**config.mk**
```make
export PLATFORM = sky130hd
export DESIGN_NAME = hit_event_buffer
export DESIGN_NICKNAME = d
export VERILOG_FILES = /design/src/rtl/hb_pkg.sv /design/src/rtl/hb_thr_encoder.sv /design/src/rtl/hb_event_fifo.sv /design/src/rtl/hb_serializer.sv /design/src/rtl/hit_event_buffer.sv
export SDC_FILE = /design/constraint.sdc
export NUM_CORES = 1
export LEC_CHECK = 0
export ABC_AREA = 1
export BUFFER_PORTS_ARGS = -buffer_cell sky130_fd_sc_hd__buf_2
export CAP_MARGIN = 40
export CORE_MARGIN = 2
export CORE_UTILIZATION = 45
export DETAILED_ROUTE_END_ITERATION = 8
export GPL_TIMING_DRIVEN = 0
export HOLD_SLACK_MARGIN = 0.08
export SETUP_SLACK_MARGIN = 0.15
export SKIP_LAST_GASP = 1
export SLEW_MARGIN = 20
export SYNTH_ARGS = -nofsm -noshare
export SYNTH_HDL_FRONTEND = slang
export SYNTH_SLANG_ARGS = --single-unit
```
**constraint.sdc**
```tcl
create_clock -name clk_i -period 5.35 [get_ports clk_i]
set_input_delay 0.535 -clock clk_i [delete_from_list [all_inputs] [get_ports clk_i]]
set_output_delay 0.535 -clock clk_i [all_outputs]
set_load 0.02 [all_outputs]
```
**src/rtl/hb_pkg.sv**
```systemverilog
package hb_pkg;
  // highest comparator set decides the code
  function automatic logic [1:0] thr_code(input logic [2:0] cmp);
    if (cmp[2])      thr_code = 2'b11;
    else if (cmp[1]) thr_code = 2'b10;
    else if (cmp[0]) thr_code = 2'b01;
    else             thr_code = 2'b00;
  endfunction
endpackage

```
**src/rtl/hb_thr_encoder.sv**
```systemverilog
module hb_thr_encoder #(
  parameter int N_CH = 4
) (
  input  logic [3*N_CH-1:0] hit_i,
  output logic [2*N_CH-1:0] code_o,
  output logic              any_o
);
  for (genvar c = 0; c < N_CH; c++) begin : g_ch
    // ch0 lands in the top bits so it follows the BCID in the frame
    assign code_o[2*(N_CH-1-c) +: 2] = hb_pkg::thr_code(hit_i[3*c +: 3]);
  end
  assign any_o = |hit_i;
endmodule

```
**src/rtl/hb_event_fifo.sv**
```systemverilog
module hb_event_fifo #(
  parameter int DEPTH = 8,
  parameter int W     = 16
) (
  input  logic         clk_i,
  input  logic         rst_ni,
  input  logic         wr_i,
  input  logic [W-1:0] din_i,
  input  logic         rd_i,
  output logic [W-1:0] dout_o,
  output logic         full_o,
  output logic         empty_o
);
  localparam int PTR_W = (DEPTH > 1) ? $clog2(DEPTH) : 1;
  localparam int CNT_W = $clog2(DEPTH + 1);
  localparam logic [PTR_W-1:0] LAST = PTR_W'(DEPTH - 1);

  logic [W-1:0]     mem_q [DEPTH];
  logic [PTR_W-1:0] wr_ptr_q, rd_ptr_q;
  logic [CNT_W-1:0] cnt_q;
  logic             wr_ok, rd_ok;

  assign full_o  = (cnt_q == CNT_W'(DEPTH));
  assign empty_o = (cnt_q == '0);
  assign wr_ok   = wr_i && !full_o;
  assign rd_ok   = rd_i && !empty_o;
  assign dout_o  = mem_q[rd_ptr_q];

  always_ff @(posedge clk_i) begin
    if (wr_ok) mem_q[wr_ptr_q] <= din_i;
  end

  always_ff @(posedge clk_i or negedge rst_ni) begin
    if (!rst_ni) begin
      wr_ptr_q <= '0;
      rd_ptr_q <= '0;
      cnt_q    <= '0;
    end else begin
      if (wr_ok) wr_ptr_q <= (wr_ptr_q == LAST) ? '0 : wr_ptr_q + 1'b1;
      if (rd_ok) rd_ptr_q <= (rd_ptr_q == LAST) ? '0 : rd_ptr_q + 1'b1;
      case ({wr_ok, rd_ok})
        2'b10:   cnt_q <= cnt_q + 1'b1;
        2'b01:   cnt_q <= cnt_q - 1'b1;
        default: cnt_q <= cnt_q;
      endcase
    end
  end


  no_overflow_chk: assert property (@(posedge clk_i) disable iff (!rst_ni)
    (full_o && !rd_i) |=> (full_o && $stable(wr_ptr_q)));

  pop_frees_chk: assert property (@(posedge clk_i) disable iff (!rst_ni)
    (full_o && rd_i && !wr_i) |=> !full_o);
endmodule

```
**src/rtl/hb_serializer.sv**
```systemverilog
module hb_serializer #(
  parameter int W = 16
) (
  input  logic         clk_i,
  input  logic         rst_ni,
  input  logic         load_i,
  input  logic [W-1:0] frame_i,
  input  logic         ser_i,
  output logic         ser_o,
  output logic         valid_o,
  output logic         busy_o
);
  localparam int CW = $clog2(W + 1);

  logic [W-1:0]  shift_q;
  logic [CW-1:0] left_q;

  assign busy_o  = (left_q != '0);
  assign valid_o = busy_o;
  assign ser_o   = busy_o ? shift_q[W-1] : ser_i;

  always_ff @(posedge clk_i or negedge rst_ni) begin
    if (!rst_ni) begin
      shift_q <= '0;
      left_q  <= '0;
    end else if (load_i && !busy_o) begin
      shift_q <= frame_i;
      left_q  <= CW'(W);
    end else if (busy_o) begin
      shift_q <= {shift_q[W-2:0], 1'b0};
      left_q  <= left_q - 1'b1;
    end
  end


  frame_start_chk: assert property (@(posedge clk_i) disable iff (!rst_ni)
    (load_i && !busy_o) |=> valid_o);
endmodule

```
**src/rtl/hit_event_buffer.sv**
```systemverilog
module hit_event_buffer #(
  parameter int N_CH   = 4,
  parameter int DEPTH  = 8,
  parameter int BCID_W = 8,
  parameter int EVT_W  = 16
) (
  input  logic              clk_i,
  input  logic              rst_ni,
  input  logic              bc_clr_i,
  input  logic              trig_i,
  input  logic [3*N_CH-1:0] hit_i,
  input  logic              ro_req_i,
  input  logic              ser_i,
  output logic              trig_o,
  output logic              carry_o,
  output logic              full_o,
  output logic [EVT_W-1:0]  evt_cnt_o,
  output logic              ser_o,
  output logic              ser_valid_o
);
  localparam int CODE_W  = 2 * N_CH;
  localparam int FRAME_W = BCID_W + CODE_W;

  logic [CODE_W-1:0]  codes;
  logic               any_hit, capture, empty, busy, pop;
  logic [FRAME_W-1:0] head;
  logic [BCID_W-1:0]  bcid_q;
  logic [EVT_W-1:0]   evt_q;
  logic               trig_q, carry_q;

  hb_thr_encoder #(.N_CH(N_CH)) u_enc (
    .hit_i (hit_i),
    .code_o(codes),
    .any_o (any_hit)
  );

  assign capture = trig_i && any_hit;
  assign pop     = ro_req_i && !busy && !empty;

  hb_event_fifo #(.DEPTH(DEPTH), .W(FRAME_W)) u_fifo (
    .clk_i  (clk_i),
    .rst_ni (rst_ni),
    .wr_i   (capture),
    .din_i  ({bcid_q, codes}),
    .rd_i   (pop),
    .dout_o (head),
    .full_o (full_o),
    .empty_o(empty)
  );

  hb_serializer #(.W(FRAME_W)) u_ser (
    .clk_i  (clk_i),
    .rst_ni (rst_ni),
    .load_i (pop),
    .frame_i(head),
    .ser_i  (ser_i),
    .ser_o  (ser_o),
    .valid_o(ser_valid_o),
    .busy_o (busy)
  );

  always_ff @(posedge clk_i or negedge rst_ni) begin
    if (!rst_ni) begin
      bcid_q  <= '0;
      evt_q   <= '0;
      trig_q  <= 1'b0;
      carry_q <= 1'b0;
    end else begin
      trig_q  <= trig_i;
      carry_q <= capture && full_o;
      if (bc_clr_i) begin
        bcid_q <= '0;
        evt_q  <= '0;
      end else begin
        bcid_q <= bcid_q + 1'b1;
        if (capture && !full_o) evt_q <= evt_q + 1'b1;
      end
    end
  end

  assign trig_o    = trig_q;
  assign carry_o   = carry_q;
  assign evt_cnt_o = evt_q;


  carry_src_chk: assert property (@(posedge clk_i) disable iff (!rst_ni)
    carry_o |-> ($past(full_o) && $past(trig_i)));

  evt_hold_chk: assert property (@(posedge clk_i) disable iff (!rst_ni)
    (!trig_i && !bc_clr_i) |=> $stable(evt_cnt_o));

  bcid_wrap_chk: assert property (@(posedge clk_i) disable iff (!rst_ni)
    (bcid_q == '1 && !bc_clr_i) |=> (bcid_q == '0));
endmodule

```
==> flow_summary.ini <==
[power]
power_density_nw_per_um2 = 487
clkPwrFrac = 0.272
leakagePower_uw = 0.00394
power.share.sequential = 0.413
combPwrFrac = 0.315
switching_power_uw = 1640
ir_drop_mv = 0.251
switching_share = 0.355
p_int_uw = 2980

[detailed_routing]
m1WireLength_microns = 9350
routed-wl-met2_microns = 9230
drt_first_pass_iters = 5
wl_per_cell_microns = 17.8
via_per_inst = 5.23
met3_length_microns = 1070
top_layer = met4
ant_nets = 0
dr.first_iter.drc_count = 469
vias = 5855
drc_errors = 0
routed_wl_microns = 19900

[synth]
ys_ff_latch = 185
synth_cell_type_count = 37
synthesis.area_sq_um = 8250
synth_flop_cell = edfxtp_1
synthArstFlopShare = 0.308
syn_inst = 811
syn-num-nets = 841
yosys_warnings = 0
synth_area_per_cell_sq_um = 10.2
synth-edff-count = 128
yosysSeqAreaShare = 0.639

[critical_path]
cp_slowest_cell = dfrtp_1
rr_startpoint = u_ser.left_q[0]
cpPeakStageDelay_ns = 0.36
r2r_end = u_fifo.cnt_q[3]
startpoint_type = register
cpLargestDelayFamily = adder cells
r2r_cells = 13
worstPathArrival_ns = 2.91
r2r_setup_slack_ns = 2.76
worst-path-max-fanout = 10
path_cells = inv_1 > ha_1 > nand3_2 > nor2_4 > buf_2 > ha_1 > ha_1 > a21oi_1 > nand2_1 > a21oi_1 > o21ai_0 > nand2_1 > nand2_1
worst-path-buf-inv = 2
crit_required_ns = 5.68
worstSetupPathType = reg -> reg
worst_setup_path_end_kind = register

[layout]
multi_input_area_sq_um = 2490
num-fill-cells = 1630
drive_gt1_frac = 0.147
seqCellArea_sq_um = 5270
fin_util = 0.527
nets = 908
diodes = 0
syn2layout_area_growth_pct = 14.8

[floorplanning]
dieWidth_microns = 139
rows = 49
fp.dieH_microns = 139
die-area_sq_um = 19400
core_sq_um = 18000
io_pins = 39
initial_core_util = 0.459

[run_status]
status = finished, final reports clean

[cts]
postCtsHoldBufs = 0
clockBufferDepth = 2
clock_latency_ns = 0.43
clk_pin_slew_ns = 0.07
htreeDepth = 4
numCtsBuffers = 17
cts_root_buf = clkbuf_16
cts_tree = built
cts.sinks = 185
postCtsResizedCells = 0
post-cts-setup-buffers = 0

[global_routing]
grt_start_max_net_pins = 58
grt_overflow_total = 0
grt_pass1_vias = 5444
grt_first_pass_wirelength_microns = 31000
groute.usage.overall = 0.212
antenna_found_initial = 0

[timing]
period_needed_ns = 2.59
drv_slew = 0
rsz0062_at_grt = no
hold_viol = 0
clock.fmax_mhz = 386
fin_skew_ns = 0.00685
fin_tns_setup_ns = 0
worst_pin_slew_ns = 0.830
max-slew-margin-rel = 0.447
setup_viol = 0
min_period_over_period = 0.484

[place]
dp_hpwl_microns = 13100
portBuffers = 38
routabilityCongestion = 0.786

[worst_hold_path]
hp-start = trig_i
holdPathStages = 1
holdCritPathClass = in -> reg
hold_path_end = trig_o

[run]
maxCapViolCount = 0
-- state kept, by name, indices dropped and copies added, names as in the netlist --
signal           cells
carry_o              1
u_ser.shift_q       16
trig_o               1
u_fifo.cnt_q         4
evt_cnt_o           16
u_fifo.mem_q       128
bcid_q               8
u_fifo.wr_ptr_q      3
u_fifo.rd_ptr_q      3
u_ser.left_q         5
-- power groups by stage --
stage               clock, uW  sequential (uW)  combinational [uW]
finish                   1260             1900                1450
global route             1320             1930                1620
CTS                      1270             1900                1450
detailed placement          0             1930                1440
global placement            0             1930                1380
floorplan                   0             1910                 952
-- stage by stage --
stage                     instances  instance area (sq um)  worst slack [ns]  total power [uW]  hold slack [ns]
after detailed placement       1085                   8840              2.71              3370            0.475
final                          1120                   9460              2.76              4610            0.261
after global placement         1078                   8720              2.06              3310            0.463
after CTS                      1117                   9420              2.75              4620            0.193
after floorplan                 811                   8250              3.10              2860            0.239
after global routing           1120                   9460              2.47              4870            0.258
-- cells in the final DEF, fill, tap and decap left out, types with 7 or more instances in the layout --
cell / synthesis / routed
nor2_1: 65 / 57
o22ai_1: 7 / 7
clkbuf_16: 0 / 17
nand2_1: 193 / 193
nor2_2: 2 / 8
nand3_1: 120 / 120
clkbuf_1: 10 / 11
ha_1: 11 / 11
o21ai_0: 41 / 41
edfxtp_1: 128 / 128
inv_1: 78 / 78
xor2_1: 9 / 9
dfrtp_1: 57 / 57
buf_2: 18 / 57
a21oi_1: 22 / 22
-- worst max-delay path by stage --
| stage | cells past startpoint | endpoint | startpoint |
|---|---|---|---|
| CTS | 13 | u_fifo.cnt_q[3] | u_ser.left_q[0] |
| detailed placement | 13 | u_fifo.cnt_q[3] | hit_i[5] |
| global route | 13 | u_fifo.cnt_q[3] | u_ser.left_q[1] |
| global placement | 8 | u_fifo.mem_q[6][2] | hit_i[4] |
| floorplan | 12 | u_fifo.cnt_q[3] | hit_i[5] |
| finish | 13 | u_fifo.cnt_q[3] | u_ser.left_q[0] |
-- area by class of cell --
type	instances	area share
multi-input cells	508	0.263
plain buffers	34	0.0204
clock buffers	18	0.0453
flip-flops and latches	185	0.557
well taps	229	0.0303
clock inverters	14	0.0165
repair buffers	48	0.0333
inverters	84	0.0338
-- kinds of logic (layout without fill, tap and decap cells) --
logic type	after synthesis	in the layout	share of synthesized area
flops	185	185	0.639
compound gates	80	80	0.0522
xor+xnor	11	11	0.0117
fa+ha+maj	12	12	0.0191
buf+inv	118	198	0.0622
simple gates	405	405	0.216
-- metal layers --
metal	up-vias	GRT usage
met5	-	0
met4	0	0.0558
met3	19	0.0416
met2	158	0.322
met1	2825	0.315
li1	2853	-
-- synth_stat cells (4+ instances only) --
master | instances | share of area
nor2_1 | 65 | 0.030
o21ai_0 | 41 | 0.025
nand3_1 | 120 | 0.073
ha_1 | 11 | 0.017
nand2_2 | 5 | 0.0038
clkbuf_1 | 10 | 0.0046
inv_1 | 78 | 0.036
dfrtp_1 | 57 | 0.17
a21oi_1 | 22 | 0.013
buf_2 | 18 | 0.011
nand4_1 | 5 | 0.0038
nand2_1 | 193 | 0.088
xor2_1 | 9 | 0.0096
o22ai_1 | 7 | 0.0053
edfxtp_1 | 128 | 0.47
nor3_1 | 4 | 0.0024
(Power assumes the default switching activity.)
